[src/rtl/gamma_pingpong_lut.sv]
module gamma_pingpong_lut #(
  parameter int DW     = 16,
  parameter int POINTS = 16,
  parameter int FRAC   = 8,
  localparam int IW    = $clog2(POINTS),
  localparam int PW    = IW + FRAC
) (
  input  logic          clk,
  input  logic          rst_n,
  input  logic          frame_start,
  input  logic          pwr_force,
  input  logic          ram_sel,
  input  logic [2:0]    wr_mask,
  input  logic          idx_wr,
  input  logic [IW-1:0] idx_val,
  input  logic          data_wr,
  input  logic [DW-1:0] data_in,
  input  logic          mode_wr,
  input  logic [1:0]    mode_val,
  output logic [1:0]    status,
  output logic          load_target,
  input  logic          pix_valid,
  input  logic [PW-1:0] pix_r,
  input  logic [PW-1:0] pix_g,
  input  logic [PW-1:0] pix_b,
  output logic          out_valid,
  output logic [DW-1:0] out_r,
  output logic [DW-1:0] out_g,
  output logic [DW-1:0] out_b
);

  logic [DW-1:0] base_m  [2][3][POINTS];
  logic [DW-1:0] slope_m [2][3][POINTS];

  logic [2:0]    wc;
  logic [IW-1:0] idx;
  logic [1:0]    pend;
  logic [1:0]    comp;
  logic          is_slope;
  logic          accept;

  assign accept   = data_wr && !pwr_force && !idx_wr;
  assign is_slope = (wc >= 3'd3);
  assign comp     = is_slope ? 2'(wc - 3'd3) : wc[1:0];

  always_ff @(posedge clk or negedge rst_n) begin
    if (!rst_n) begin
      wc  <= '0;
      idx <= '0;
    end else if (idx_wr) begin
      wc  <= '0;
      idx <= idx_val;
    end else if (accept) begin
      if (wc == 3'd5) begin
        wc  <= '0;
        idx <= IW'(idx + 1'b1);
      end else begin
        wc <= wc + 3'd1;
      end
    end
  end

  always_ff @(posedge clk) begin
    if (accept && wr_mask[comp]) begin
      if (is_slope) slope_m[ram_sel][comp][idx] <= data_in;
      else          base_m[ram_sel][comp][idx]  <= data_in;
    end
  end

  always_ff @(posedge clk or negedge rst_n) begin
    if (!rst_n) begin
      pend   <= 2'd0;
      status <= 2'd0;
    end else begin
      if (frame_start) status <= (pend == 2'd3) ? 2'd0 : pend;
      if (mode_wr)     pend   <= mode_val;
    end
  end

  assign load_target = (status != 2'd2);

  logic [PW-1:0] pin  [3];
  logic [DW-1:0] res  [3];
  logic [DW-1:0] outq [3];
  logic          rsel;

  assign pin[0] = pix_r;
  assign pin[1] = pix_g;
  assign pin[2] = pix_b;
  assign rsel   = (status == 2'd2);

  for (genvar c = 0; c < 3; c++) begin : g_comp
    logic [IW-1:0]      seg;
    logic [FRAC-1:0]    fr;
    logic [DW+FRAC-1:0] prod;
    assign seg  = pin[c][PW-1:FRAC];
    assign fr   = pin[c][FRAC-1:0];
    assign prod = slope_m[rsel][c][seg] * fr;
    assign res[c] = (status == 2'd0) ? DW'(pin[c])
                  : DW'(base_m[rsel][c][seg] + prod[DW+FRAC-1:FRAC]);

    always_ff @(posedge clk or negedge rst_n) begin
      if (!rst_n)         outq[c] <= '0;
      else if (pix_valid) outq[c] <= res[c];
    end
  end

  always_ff @(posedge clk or negedge rst_n) begin
    if (!rst_n) out_valid <= 1'b0;
    else        out_valid <= pix_valid;
  end

  assign out_r = outq[0];
  assign out_g = outq[1];
  assign out_b = outq[2];

endmodule

[config.mk]
export PLATFORM = sky130hd
export DESIGN_NAME = gamma_pingpong_lut
export DESIGN_NICKNAME = d
export VERILOG_FILES = /design/src/rtl/gamma_pingpong_lut.sv
export SDC_FILE = /design/constraint.sdc
export NUM_CORES = 2
export LEC_CHECK = 0
export BUFFER_PORTS_ARGS = -buffer_cell sky130_fd_sc_hd__buf_2
export CELL_PAD_IN_SITES_DETAIL_PLACEMENT = 1
export CELL_PAD_IN_SITES_GLOBAL_PLACEMENT = 1
export CORE_MARGIN = 5
export CORE_UTILIZATION = 50
export DETAILED_ROUTE_END_ITERATION = 7
export PLACE_DENSITY_LB_ADDON = 0.1
export SETUP_SLACK_MARGIN = 0.4
export SYNTH_ARGS = -nofsm -noshare
export SYNTH_HDL_FRONTEND = slang
export SYNTH_SLANG_ARGS = --single-unit
[constraint.sdc]
create_clock -name clk -period 24 [get_ports clk]
set_clock_uncertainty 0.05 [all_clocks]
set_input_delay 3.6 -clock clk [delete_from_list [all_inputs] [get_ports clk]]
set_output_delay 3.6 -clock clk [all_outputs]
set_load 0.02 [all_outputs]
; ---- Word level (Yosys, flattened, before mapping)
; Memories as Yosys holds them, arrays and structs flattened.
; Cells that the tools add are included.
[totals]
regBits = 60
mem_bits_rw = 3072
inputBits = 70
out_inout_bits = 52
wordCells = 89
memories = 2
[op_classes]
addsub = 6
mul = 3
n_lt_le_gt_ge = 9
n_eq_ne = 4
muxes = 41
bitwise_logic = 5
reduce_logical = 11
[mem_list]
columns = memory, words, word_bits, read_ports, rd_clocked_by_memory_dff, write_ports, line_no
row1 = base_m, 2, 768, 1, 0, 1, 32  ; logic [DW-1:0] base_m [2][3][POINTS];
row2 = slope_m, 2, 768, 1, 0, 1, 33  ; logic [DW-1:0] slope_m [2][3][POINTS];
[op_table]
columns = op, n
row1 = $mux W768, 2
row2 = $demux W256 S2, 1
row3 = $bmux W16 S4, 6
row4 = $mux W16, 16
row5 = $mux W256, 1
row6 = $mul A16 B8 Y24, 3
row7 = $demux W16 S4, 1
row8 = $add A16 B16 Y16, 3
row9 = $ge A5 B5 Y1 const B, 4
row10 = $not A4 Y5, 4
row11 = $mux W4, 3
row12 = $mux W3, 3
row13 = $logic_and A1 B1 Y1, 5
row14 = $lt A5 B1 Y1 const B, 1
row15 = $mux W1, 5
row16 = $add A4 B1 Y4 const B, 1
row17 = $eq A2 B2 Y1 const B, 2
row18 = $mux W2, 2
row19 = $reduce_bool A2 Y1, 2
row20 = $add A3 B1 Y3 const B, 1
row21 = $eq A3 B3 Y1 const B, 1
row22 = $ge A3 B2 Y1 const B, 1
row23 = $ge A3 B3 Y1 const B, 1
row24 = $lt A2 B3 Y1 const B, 1
row25 = 8 further kinds, 9

; ---- Longest topological paths before layout
[logic_depth]
depth_word = 8
ltp_mapped = 41
depth_no_buf = 36

; ---- Worst setup path after synthesis
; Ideal clock, no wire load.
[synth_timing]
path_kind = input port to flip-flop
startpoint = input pix_b[8]
endpoint = register outq (netlist bit out_b[15])
setup_ps = 130
arrival_time_ps = 12026
t_required_ps = 23820
slack_ps = 11793
path_stages = 34
path_buffers = 5
path_cell_list = clkbuf_1 buf_1 clkbuf_1 buf_1 buf_1 mux4_2 mux4_2 mux2i_1 nor2b_1 fa_1 fa_1 fa_1 inv_1 fa_1 inv_1 ha_1 a21oi_1 nor2b_1 o21ai_0 nand2b_1 a22o_1 or4_1 a21oi_1 nor2_1 a21o_1 xor2_1 ha_1 or2_2 o31a_1 nand3_1 a21oi_1 or3_1 a221oi_1 nand3b_1
[synth_between]
elab_chain_cells = 7
elab_cells_between_ends = 10
cone_classes = 1 x add/sub / 1 x mul / 7 x mux / 1 x bitwise
[synth_lines]
columns = item, line_no
row1 = "start, declared", 25  ; input logic [PW-1:0] pix_b,
row2 = $not A4 Y5 (implied by the code) *, "98, 100"
row3 = $bmux W16 S4, 98  ; assign prod = slope_m[rsel][c][seg] * fr;
row4 = $mux W16 (implied by the code) (2 in series), 98
row5 = $mul A16 B8 Y24, 98
row6 = $add A16 B16 Y16 *, 100  ; : DW'(base_m[rsel][c][seg] + prod[DW+FRAC-1:FRAC]);
row7 = $mux W16 *, 99  ; assign res[c] = (status == 2'd0) ? DW'(pin[c])
row8 = "end signal, assigned by index", 104  ; else if (pix_valid) outq[c] <= res[c];
row9 = "end, declared", 84  ; logic [DW-1:0] outq [3];
; Every way passes the cells marked *; elsewhere a longest branch is shown, timed or not. The select of a mux whose other input is x is not followed.
; A chain may end at the register's enable or synchronous reset.

; ---- Worst setup path in the final report
; Ends and elaborated chain as after synthesis.

==> out/results.tsv <==
stage	metric	value	unit
clocking	cts_buffers	329	
floorplan	core-area	265000	um^2
routing	num_vias	65800	
critical_path	critPathLaunchType	primary input	
synth	avgSynthCellArea	20.3	um^2
synth	synth_edf_count	3072	
job	drv_cap	0	
synth	yosys_register_bits	3132	
hold_path	holdCritPathClass	flip-flop to flip-flop	
routing	drtPass1Iterations	5	
synth	yosysUniqueCellTypes	66	
power	ir_drop	0.000127	V
hold_path	hold_depth	1	
floorplan	top_level_ports	122	
floorplan	initial_core_util	50.2	%
grt	grt_pass1_wl	506000	um
critical_path	slowest_delay	0.84	ns
synth	yosysWarningCount	0	
synth	ys_top_cells_by_area	edfxtp_1 69%, mux4_2 16%, fa_1 3.8%	
critical_path	reg2reg_from	status[1]	
critical_path	cp.arrival	13.86	ns
routing	avgRoutedWirePerCell	31.9	um
timing	hold_viol_final	0	
synth	synth_nets	7075	
cells_and_area	drive_above_1_share	26.7	%
clocking	cts_resized	0	
routing	viasPerCell	6.09	
synth	synth.largest_area_cell	edfxtp_1	
clocking	cts_tree	done	
floorplan	die_area	277000	um^2
hold_path	min_to	out_g[8]	
routing	ant_nets	0	
place	numPortBuffers	121	
power	power_density	107	nW/um^2
cells_and_area	layoutNonFillerInstCount	10800	
synth	synth.yosys.seq_area_share	70.4	%
critical_path	worst-r2r-cell-count	35	
run_status	status	complete, no violations	
timing	rsz0062_at_grt	no	
timing	period_minus_slack	13.13	ns
timing	slew_headroom	11.9	%
place	dp_cells	10200	
synth	synth_ff_type	edfxtp_1	
synth	netlist_area	133000	um^2
clocking	cts-htree-levels	5	
synth	syn_inst	6578	
cells_and_area	nNetsFinal	7510	
timing	fmax	0.0762	GHz
floorplan	die_w	526	um
critical_path	r2r_setup_slack	12.33	ns
place	detailed_place_hpwl	205000	um
critical_path	slowest_stage	buf_4	
timing	worst_pin_slew	1.32	ns
synth	synth_top_area_share	69.2	%
grt	antenna_found_initial	35	
timing	fin_crit_sh	54.7	%
timing	setup_tns	0	ns
critical_path	cp-end-kind	flip-flop	
clocking	cts_setup_buffers	0	
timing	finalMaxSlewViolations	0	
clocking	clkLatencyLatePin	0.91	ns
grt	grt_max_degree	146	
cells_and_area	area_delta_synth_final	12.6	%
routing	first_iter_violations	6868	
hold_path	hold_start	out_g[8]	
floorplan	fp-row-count	189	
critical_path	critPathMostFrequentCell	fa_1	
synth	synth.most_common_cell	edfxtp_1	
floorplan	die_y	526	um
critical_path	startpoint	pix_b[8]	
clocking	cts_root_buf	clkbuf_16	
clocking	clk_path_buf_depth	4	
clocking	clk_pin_slew	0.06	ns
critical_path	cp.required	24.74	ns
critical_path	critPathKind	primary input to flip-flop	
clocking	cts_hold_buf	0	
critical_path	cp_max_fo	76	
place	gp_congestion	0.797	
synth	async_flop_share	1.92	%
power	p_leak	50.1	nW
timing	setup-violations-final	0	
grt	grt-ovfl-total	0	
synth	synth_common_cells	3072 x edfxtp_1, 937 x mux4_2, 359 x inv_1, 325 x nor2_1, 252 x fa_1	
routing	routed_wl	345000	um
clocking	clkSinkCount	3132	
grt	grt_util_all_layers	25.0	%
grt	grt_pass1_vias	70600	
routing	drc	0	
cells_and_area	fillers	22800	
critical_path	reg2reg_to	out_b[15]	
==> how the worst max path moves through the flow <==
| stage | end | slack (ns) | cells past startpoint |
|---|---|---|---|
| finish | out_b[15] | 10.87 | 32 |
| global route | out_b[15] | 10.45 | 32 |
| CTS | out_b[15] | 10.92 | 32 |
| detailed placement | out_b[15] | 9.97 | 32 |
| global placement | out_b[15] | 9.91 | 32 |
| floorplan | out_b[15] | 11.79 | 34 |
==> through the flow <==
stage	util [%]	hold WS, ns	cell area (um^2)	power (mW)	setup WS, ns
finish	56.6	0.423	150000	16.0	10.87
global route	56.6	0.444	150000	17.0	10.45
CTS	56.5	0.427	150000	16.2	10.92
detailed placement	52.6	0.413	140000	11.2	9.97
global placement	52.6	0.415	140000	11.1	9.91
floorplan	-	0.435	133000	9.83	11.79
==> registers in the layout, indices dropped and copies added, names as in the netlist <==
signal	count
pend	2
out_valid	1
base_m	1536
slope_m	1536
out_b	16
idx	4
wc	3
out_g	16
status	2
out_r	16
==> layout by cell type, fill, tap and decap left out, types with 94 or more instances in the layout <==
| cell type | netlist | final |
|---|---|---|
| nor2_1 | 325 | 245 |
| edfxtp_1 | 3072 | 3072 |
| clkbuf_16 | 0 | 335 |
| buf_4 | 3 | 289 |
| nand2b_1 | 145 | 145 |
| nor2b_1 | 236 | 235 |
| mux4_2 | 937 | 937 |
| ha_1 | 175 | 175 |
| nand2_1 | 101 | 101 |
| buf_2 | 60 | 94 |
| fa_1 | 252 | 252 |
| inv_1 | 359 | 359 |
==> power by group <==
part           switching, mW  total (mW)  leakage (nW)  internal [mW]
clock                   2.12        4.96          5.06           2.85
sequential            0.0351        6.09          28.3           6.05
combinational           2.89        4.99          16.7           2.10
==> worst max-delay path: cells and delay by family <==
family	cells	cell delay (ns)
mux	3	1.72
compound gates	9	1.83
simple gates	8	1.56
fa+ha+maj	6	2.64
buf+inv	5	2.16
xor+xnor	1	0.14
==> cells by family after synthesis <==
family	Yosys count	share of synthesized area [%]
xor+xnor	64	0.421
buf+inv	665	1.98
mux	1061	16.8
compound gates	279	1.37
fa+ha+maj	427	5.43
flops	3132	70.4
simple gates	950	3.64
==> metal layers <==
layer	up-vias	track usage [%]	part of all wire [%]
met3	446	4.02	7.2
li1	27100	-	-
met1	35900	37.0	42
met5	-	0	0.019
met2	2337	39.8	48
met4	10	5.71	2.2
==> layout make-up <==
| cell class | instances | area [um^2] | share of cell area (%) |
|---|---|---|---|
| flip-flops and latches | 3132 | 93700 | 62.5 |
| clock buffers | 411 | 8720 | 5.81 |
| diodes | 15 | 37.5 | 0.0250 |
| repair buffers | 407 | 2970 | 1.98 |
| clock inverters | 170 | 1700 | 1.13 |
| well taps | 3533 | 4420 | 2.95 |
| multi-input cells | 2781 | 37100 | 24.7 |
| inverters | 362 | 1390 | 0.923 |
(Power assumes the default switching activity.)
